### config.mk
export PLATFORM = sky130hd
export DESIGN_NAME = mine_pump_ctrl
export DESIGN_NICKNAME = d
export VERILOG_FILES = /design/src/rtl/mine_pump_ctrl.sv
export SDC_FILE = /design/constraint.sdc
export NUM_CORES = 1
export LEC_CHECK = 0
export ABC_CLOCK_PERIOD_IN_PS = 1500
export CAP_MARGIN = 20
export CORE_MARGIN = 3
export CORE_UTILIZATION = 40
export CTS_CLUSTER_DIAMETER = 40
export DETAILED_ROUTE_END_ITERATION = 10
export SLEW_MARGIN = 20
export SYNTH_ARGS = -nofsm -noshare
export SYNTH_HDL_FRONTEND = slang
export SYNTH_SLANG_ARGS = --single-unit
### constraint.sdc
create_clock -name clk -period 1.5 [get_ports clk]
set_input_delay 0.15 -clock clk [delete_from_list [all_inputs] [get_ports clk]]
set_output_delay 0.15 -clock clk [all_outputs]
set_load 0.05 [all_outputs]
### src/rtl/mine_pump_ctrl.sv
module mine_pump_ctrl #(
  parameter int WATER_BOUND = 3,
  parameter int GAS_BOUND   = 3,
  parameter int CLEAR_BOUND = 3,
  parameter int CNT_W       = 4
) (
  input  logic             clk,
  input  logic             rst_n,
  input  logic             water_hi,
  input  logic             gas_hi,
  input  logic [1:0]       policy,
  output logic             pump_on,
  output logic             alarm,
  output logic [CNT_W-1:0] wet_count
);
  localparam logic [CNT_W-1:0] CNT_MAX   = '1;
  localparam logic [CNT_W-1:0] WATER_LIM = CNT_W'(WATER_BOUND);
  localparam logic [CNT_W-1:0] GAS_LIM   = CNT_W'(GAS_BOUND);
  localparam logic [CNT_W-1:0] CLEAR_LIM = CNT_W'(CLEAR_BOUND);
  localparam logic [CNT_W-1:0] LAZY_LIM  = CNT_W'(WATER_BOUND - 1);

  function automatic logic [CNT_W-1:0] run_next(input logic hit, input logic [CNT_W-1:0] cur);
    if (!hit) return '0;
    return (cur == CNT_MAX) ? cur : cur + 1'b1;
  endfunction

  logic [CNT_W-1:0] wet_cnt, gas_cnt, calm_cnt;
  logic [CNT_W-1:0] wet_nx, gas_nx, calm_nx;
  logic [1:0]       gas_hist;
  logic [1:0]       pol_q;
  logic             want_pump;
  logic             raise, drop;

  assign wet_nx  = run_next(water_hi, wet_cnt);
  assign gas_nx  = run_next(gas_hi, gas_cnt);
  assign calm_nx = run_next(!water_hi && !gas_hi, calm_cnt);

  assign raise = (wet_nx >= WATER_LIM) || (gas_nx >= GAS_LIM);
  assign drop  = calm_nx >= CLEAR_LIM;

  always_ff @(posedge clk or negedge rst_n) begin
    if (!rst_n) begin
      wet_cnt  <= '0;
      gas_cnt  <= '0;
      calm_cnt <= '0;
      gas_hist <= '0;
      pol_q    <= 2'd0;
      alarm    <= 1'b0;
    end else begin
      wet_cnt  <= wet_nx;
      gas_cnt  <= gas_nx;
      calm_cnt <= calm_nx;
      gas_hist <= {gas_hist[0], gas_hi};
      pol_q    <= policy;
      if (raise)     alarm <= 1'b1;
      else if (drop) alarm <= 1'b0;
    end
  end

  always_comb begin
    case (pol_q)
      2'd0:    want_pump = water_hi && (wet_cnt >= LAZY_LIM);
      2'd2:    want_pump = !(|gas_hist);
      default: want_pump = water_hi;
    endcase
  end

  assign pump_on   = want_pump && !gas_hi;
  assign wet_count = wet_cnt;
endmodule

# Word-level counts from Yosys, hierarchy flattened
# Index checks and enable logic that the tools add are counted.
# op_classes
reduce_logical	10
add_sub_neg	3
mux	9
n_lt_le_gt_ge	4
n_eq_ne	4
# ops
cell	count
$mux 4	6
$ge 4x2->1 const B	4
$add 4x1->4 const B	3
$eq 4x4->1 const B	3
$logic_and 1x1->1	3
$logic_not 1->1	3
$eq 2x2->1 const B	1
$logic_not 2->1	1
$mux 1	2
$pmux 1 s2	1
$reduce_bool 2->1	1
$reduce_or 2->1	1
$logic_or 1x1->1	1
# word_totals
inputBits	6
reg_bits	17

# Depth between registers and ports, before layout
# Gate-level depths: netlist (run 1).
# depth
ltp_word	6
depth_mapped	6
depth_no_buf	6

# Least setup slack after synthesis (run 1)
# Ideal clock, no wire load.
# synth_timing
path_kind	reg2out
start	reg wet_cnt[0] (netlist: wet_count[0])
end	out pump_on
slack_ns	-0.654
path_stages_with_launch	6
t_required_ns	1.350
arrival_ns	2.004
path_cell_list	dfrtp_1 -> inv_1 -> ha_1 -> or4_1 -> o221ai_1 -> a21oi_1
# synth_between
elab_chain_cells	4
# synth_lines
element	line_no	text
from (decl)	27	logic [CNT_W-1:0] wet_cnt, gas_cnt, calm_cnt;
from (signal assigned)	50	wet_cnt <= wet_nx;
$ge 4x2->1	62	2'd0: want_pump = water_hi && (wet_cnt >= LAZY_LIM);
$logic_and 1x1->1	62	
$pmux 1 s2	61	case (pol_q)
$logic_and 1x1->1	68	assign pump_on = want_pump && !gas_hi;
to (decl)	12	output logic pump_on,
# Every way passes these cells.

# Worst setup path after layout (run 1)
# layout_timing
start	reg wet_cnt[1] (netlist: wet_count[1])
end	out pump_on
# Same word-level chain as after synthesis.

==> metrics, run 1 <==
# setup viols final=2; crit-path max cell delay=between 0.4 and 0.5 ns; achievable clock frequency=541.6 MHz; crit path buf inv count=1; clk_lat worst skew=0.29 ns; Leakage=about 0.53 nW; area delta synth->final=41.30%; number of global-route vias before repair=680; initial antenna violation count=0; CTS tree=built; Final Critical Period=approximately 1.8 ns; vias=689; RSZ-0062 raised after global routing=yes; Post-Syn Nets=between 80 and 90; WL per Instance=roughly 13 um; Die Y=51.47 um; RR Startpoint=wet_count[0]$_DFF_PN0_; gr usage total=0.1537; Req. time, crit path=1.35 ns; WP data arrival=about 1.7 ns; Worst Setup Start Kind=flop; Slew Viols, Final=0; setup total negative slack=-0.3825 ns; Post-synth EDFFs=0; TritonCTS Buffers=3; Nets=between 100 and 150; final wirelength=1.697 mm; Synth cell types=28; Critical-path top delay cell=dfrtp_2; Placement Rows=15; hold slack final=0.1739 ns; crit-path cells=ha_2, or4_4, o221ai_4, a21oi_4, buf_6; setup ws final=-0.3462 ns; pin count of the biggest net entering global routing=18; area of the multi-input gates=417.9 um2; sequential fraction of the synthesis area=0.5144; synthesis warning total=0; first-pass GRT wire length=2.980 mm; MaxCap Viol Count=0; CTS Root Cell=clkbuf_4; layout cell share with drive strength beyond 1=0.3333; die area=0.002649 mm2; CP top delay family=flip-flops; status=complete, but fails checks; Antenna Violating Nets Remaining=0; Clock Path Buffers=2; Post-Synthesis Cells=78; port buffer count=11; Worst Skew=roughly 0.0039 ns; Fin. Hold Viols=0; Setup crit end kind=output pin; HP Class=input pin to async pin; Crit Path Category=flop to output pin; Avg Cell Area, Syn=10.60 um2; post-layout util=0.6354; Reg area=427.9 um2; hpwl dp=1.258 mm; H-tree depth=1; worst vdd ir=0.5816 mV; Initial DRT Pass Iterations=4; core area=between 0.0015 and 0.002 mm2; prevailing post-synth register cell=dfrtp_1; DRC violations left=0; area leader, netlist=dfrtp_1; fin crit share=1.231; Synth area leaders=dfrtp_1, ha_1, mux2i_1, inv_1, nand3_1; initial core utilization=0.4497; Pwr Total=a little under 1 mW; fraction of registers with async set/reset=1.000; GP Congestion=between 0.7 and 0.8; Iteration-0 DRC Markers=8; Die W=51.47 um; Yosys top cell area share=0.5144; Ant. Diodes=0; Slew headroom=0.7656; grt ovf=0; crit path max fanout=3; mapped cell area=just over 800 um2; CTS sink count=17; pwr dens=around 840 mW/mm2; Seq cells post-synth=17; Vias/cell=roughly 5.2; IO Count=12; hold_buf cts=0; clock slew at reported path FFs=0.09 ns; # fillers=roughly 170; failing checks=setup timing; worst slew pin tran=between 0.3 and 0.4 ns; CP Launch Point=wet_count[1]$_DFF_PN0_
## cell usage in the layout (no fill, tap or decap), drive strengths merged
master and n:
nor2b 1, nand3 5, clkbuf 4, nand2 3
a21oi 3, a31o 1, nor3 2, inv 7
o21ai 4, o311a 1, clkdlybuf4s50 5, nand4b 1
or4 2, and3 1, mux2i 3, xnor2 2
buf 23, a31oi 3, a311o 1, nand2b 2
o211a 1, a211oi 1, a21boi 1, o31ai 2
ha 4, nor2 3, dfrtp 17, xor2 1
o221ai 2, and2 2
## power breakdown
part	internal (mW)	switching [mW]	total, mW
Combinational	0.110	0.124	0.234
Sequential	0.483	0.0216	0.505
Clock	0.103	0.138	0.241
## worst paths after layout
check | endpoint | slack [ns] | cells past startpoint
max | pump_on | -0.35 | 5
min | wet_count[3]$_DFF_PN0_ | 0.17 | 2
max reg2reg | alarm$_DFFE_PN0P_ | -0.04 | 7
min reg2reg | gas_hist[1]$_DFF_PN0_ | 0.39 | 0
max in group asynchronous | wet_count[1]$_DFF_PN0_ | 1.12 | 2
min in group clk | pol_q[1]$_DFF_PN0_ | 0.30 | 1
## cell type report
cell class / instances / area share
sequential: 17 / 0.3662
clock buffer: 4 / 0.02248
timing repair buffer: 28 / 0.2045
multi-input combinational: 52 / 0.3576
inverter: 7 / 0.02248
tap: 25 / 0.02677
## repair_timing
| action | in CTS | in global routing |
|---|---|---|
| setup buffers | 0 | 1 |
| setup endpoints to repair | 2 | 2 |
| resized for setup | 4 | 2 |
| hold endpoints to repair | 0 | 0 |
| pin swaps | 3 | 2 |
## flip-flops by register name (all words and copies together), names as in the netlist
register   flops
calm_cnt       4
gas_hist       2
pol_q          2
alarm          1
gas_cnt        4
wet_count      4
## synth_stat cells (3+ instances only)
| library cell | n |
|---|---|
| a21oi_1 | 3 |
| a31oi_1 | 3 |
| dfrtp_1 | 17 |
| ha_1 | 4 |
| inv_1 | 7 |
| mux2i_1 | 3 |
| nand2_1 | 3 |
| nand3_1 | 5 |
| nor2_1 | 3 |
| o21ai_0 | 4 |
## stage by stage
| stage | instance area (um2) | cells | setup slack, ns |
|---|---|---|---|
| 2_1_floorplan | 849.6 | 78 | -0.1860 |
| 4_1_cts | 1146 | 132 | -0.3968 |
| 3_5_place_dp | 1099 | 128 | -0.08988 |
| 6_report | 1169 | 133 | -0.3462 |
| 5_1_grt | 1169 | 133 | -0.4307 |
| 3_3_place_gp | 1099 | 128 | -0.05954 |
## cell families after synthesis
logic type	Yosys count	synth area share
AND/OR/NAND/NOR	22	0.1437
AO/OA/AOI/OAI	20	0.1694
flip-flops	17	0.5144
buffers and inverters	9	0.04388
adder cells (fa/ha/maj)	4	0.06052
XOR/XNOR	3	0.03178
multiplexers	3	0.03631
## layer usage
| layer | GRT usage | up-vias | routed length (um) |
|---|---|---|---|
| met2 | 0.2161 | 20 | 745 |
| met5 | 0 | - | 0 |
| li1 | - | 346 | - |
| met1 | 0.2218 | 321 | 849 |
| met3 | 0.05539 | 2 | 90 |
| met4 | 0.03930 | 0 | 12 |
(Power assumes the default switching activity.)
==> inputs of run 2 (changes only) <==
- CTS_BUF_LIST: unset -> sky130_fd_sc_hd__clkbuf_16
- CTS_CLUSTER_SIZE: unset -> 14
==> metrics, run 2 (synthesized netlist as in run 1, its figures left out) <==
DRC violations left=0 (unchanged); WP data arrival=1.64 ns (-0.06 ns); pwr dens=1030 mW/mm2 (+23%); GP Congestion=0.7808 (unchanged); Antenna Violating Nets Remaining=0 (unchanged); Cell Area, Placed=0.001099 mm2 (unchanged); layout cell share with drive strength beyond 1=0.3333 (unchanged); setup total negative slack=-0.3244 ns (+0.05813 ns); Design Area, Final=0.001221 mm2 (+4.5%); Iteration-0 DRC Markers=6 (-2); clock slew at reported path FFs=0.05 ns (-0.04 ns); Die W=51.47 um (unchanged); Ant. Diodes=0 (unchanged); # fillers=162 (-3.6%); Slew Viols, Final=0 (unchanged); WL per Instance=12.74 um (-0.18%); Reg area=427.9 um2 (unchanged); status=complete, but fails checks; crit path max fanout=3 (unchanged); Leakage=0.5572 nW (+5.2%); TritonCTS Buffers=3 (unchanged); worst vdd ir=0.8525 mV (+47%); Initial DRT Pass Iterations=4 (unchanged); Slew headroom=0.7600 (-0.005543); Placement Rows=15 (unchanged); IO Count=12 (unchanged); CTS Root Cell=clkbuf_16; CTS tree=built; number of global-route vias before repair=666 (-2.1%); CTS sink count=17 (unchanged); Final Critical Period=1.791 ns (-0.05566 ns); achievable clock frequency=558.5 MHz (+3.1%); area of the multi-input gates=417.9 um2 (unchanged); initial antenna violation count=0 (unchanged); hpwl dp=1.258 mm (unchanged); Worst Skew=0.0009647 ns (-0.002960 ns); HP Class=input pin to async pin; Vias/cell=5.158 (-0.44%); port buffer count=11 (unchanged); worst slew pin tran=0.3588 ns (+0.008288 ns); initial core utilization=0.4497 (unchanged); pin count of the biggest net entering global routing=18 (unchanged); # setup viols final=2 (unchanged); fin crit share=1.194 (-0.03710); first-pass GRT wire length=2.953 mm (-0.91%); setup ws final=-0.2906 ns (+0.05566 ns); grt ovf=0 (unchanged); Fin. Hold Viols=0 (unchanged); Crit Path Category=flop to output pin; H-tree depth=1 (unchanged); vias=686 (-0.44%); commonest non-fill, non-tap cell in the layout=buf_4; clk_lat worst skew=0.24 ns (-0.05 ns); gr usage total=0.1518 (-0.001844); MaxCap Viol Count=0 (unchanged); area delta synth->final=47.65%; Req. time, crit path=1.35 ns (about the same); core area=0.001839 mm2 (unchanged); Nets=119 (unchanged); Worst Setup Start Kind=flop; final wirelength=1.694 mm (-0.18%); Setup crit end kind=output pin; Die Y=51.47 um (unchanged); commonest cells after routing, fill and taps aside=buf_4, dfrtp_1, inv_1; Clock Path Buffers=2 (unchanged); die area=0.002649 mm2 (unchanged); RSZ-0062 raised after global routing=yes; failing checks=setup timing
-- run 2: cell type report --
type / instances / share of cell area
Clock buffer: 3 / 0.06148
Sequential cell: 17 / 0.3504
Clock inverter: 1 / 0.003074
Multi-Input combinational cell: 52 / 0.3422
Inverter: 7 / 0.02152
Timing Repair Buffer: 28 / 0.1957
Tap cell: 25 / 0.02561
-- run 2: path summary, 6_finish.rpt --
path                                   startpoint                endpoint  slack [ns]  cells after the start
max                        wet_count[1]$_DFF_PN0_                 pump_on       -0.29                      5
min                                         rst_n  wet_count[0]$_DFF_PN0_        0.23                      2
max reg2reg                wet_count[0]$_DFF_PN0_       alarm$_DFFE_PN0P_       -0.03                      7
min reg2reg                 gas_hist[0]$_DFF_PN0_   gas_hist[1]$_DFF_PN0_        0.38                      0
max in group asynchronous                   rst_n  wet_count[1]$_DFF_PN0_        1.07                      2
min in group clk                        policy[1]      pol_q[1]$_DFF_PN0_        0.35                      1
-- run 2: per-stage QoR --
step	instances	utilization	power (mW)	worst slack (ns)	hold WS [ns]
2_1_floorplan	78	-	0.6333	-0.1860	-0.1456
3_3_place_gp	128	0.5973	0.7285	-0.05954	0.3589
3_5_place_dp	128	0.5973	0.7309	-0.08988	0.3687
4_1_cts	132	0.6517	1.268	-0.3280	0.2390
5_1_grt	133	0.6639	1.318	-0.3525	0.2538
6_report	133	0.6639	1.258	-0.2906	0.2293
-- run 2: what timing repair did --
action                                  in CTS  in global routing
setup buffers                                0                  1
resized for setup                            4                  2
gates cloned                                 0                  0
endpoints found under the setup margin       2                  2
hold buffers                                 0                  0
pin swaps                                    3                  2
-- run 2: worst max-delay path, cell delays in order, from the launching register on --
cell      delay (ns)
dfrtp_2         0.41
ha_2            0.16
or4_4           0.42
o221ai_4        0.17
a21oi_4         0.07
buf_6           0.15
-- run 2: power breakdown --
part | internal [mW] | total, mW | switching, mW | leakage (nW)
Combinational | 0.110 | 0.234 | 0.125 | 0.300
Clock | 0.353 | 0.518 | 0.164 | 0.0423
Sequential | 0.485 | 0.506 | 0.0216 | 0.215
-- run 2: layer usage --
metal | GRT usage | part of all wire | up-vias
met4 | 0.03930 | 0.0035 | 0
met2 | 0.2140 | 0.44 | 17
li1 | - | - | 344
met3 | 0.05539 | 0.048 | 2
met5 | 0 | 0 | -
met1 | 0.2181 | 0.50 | 323
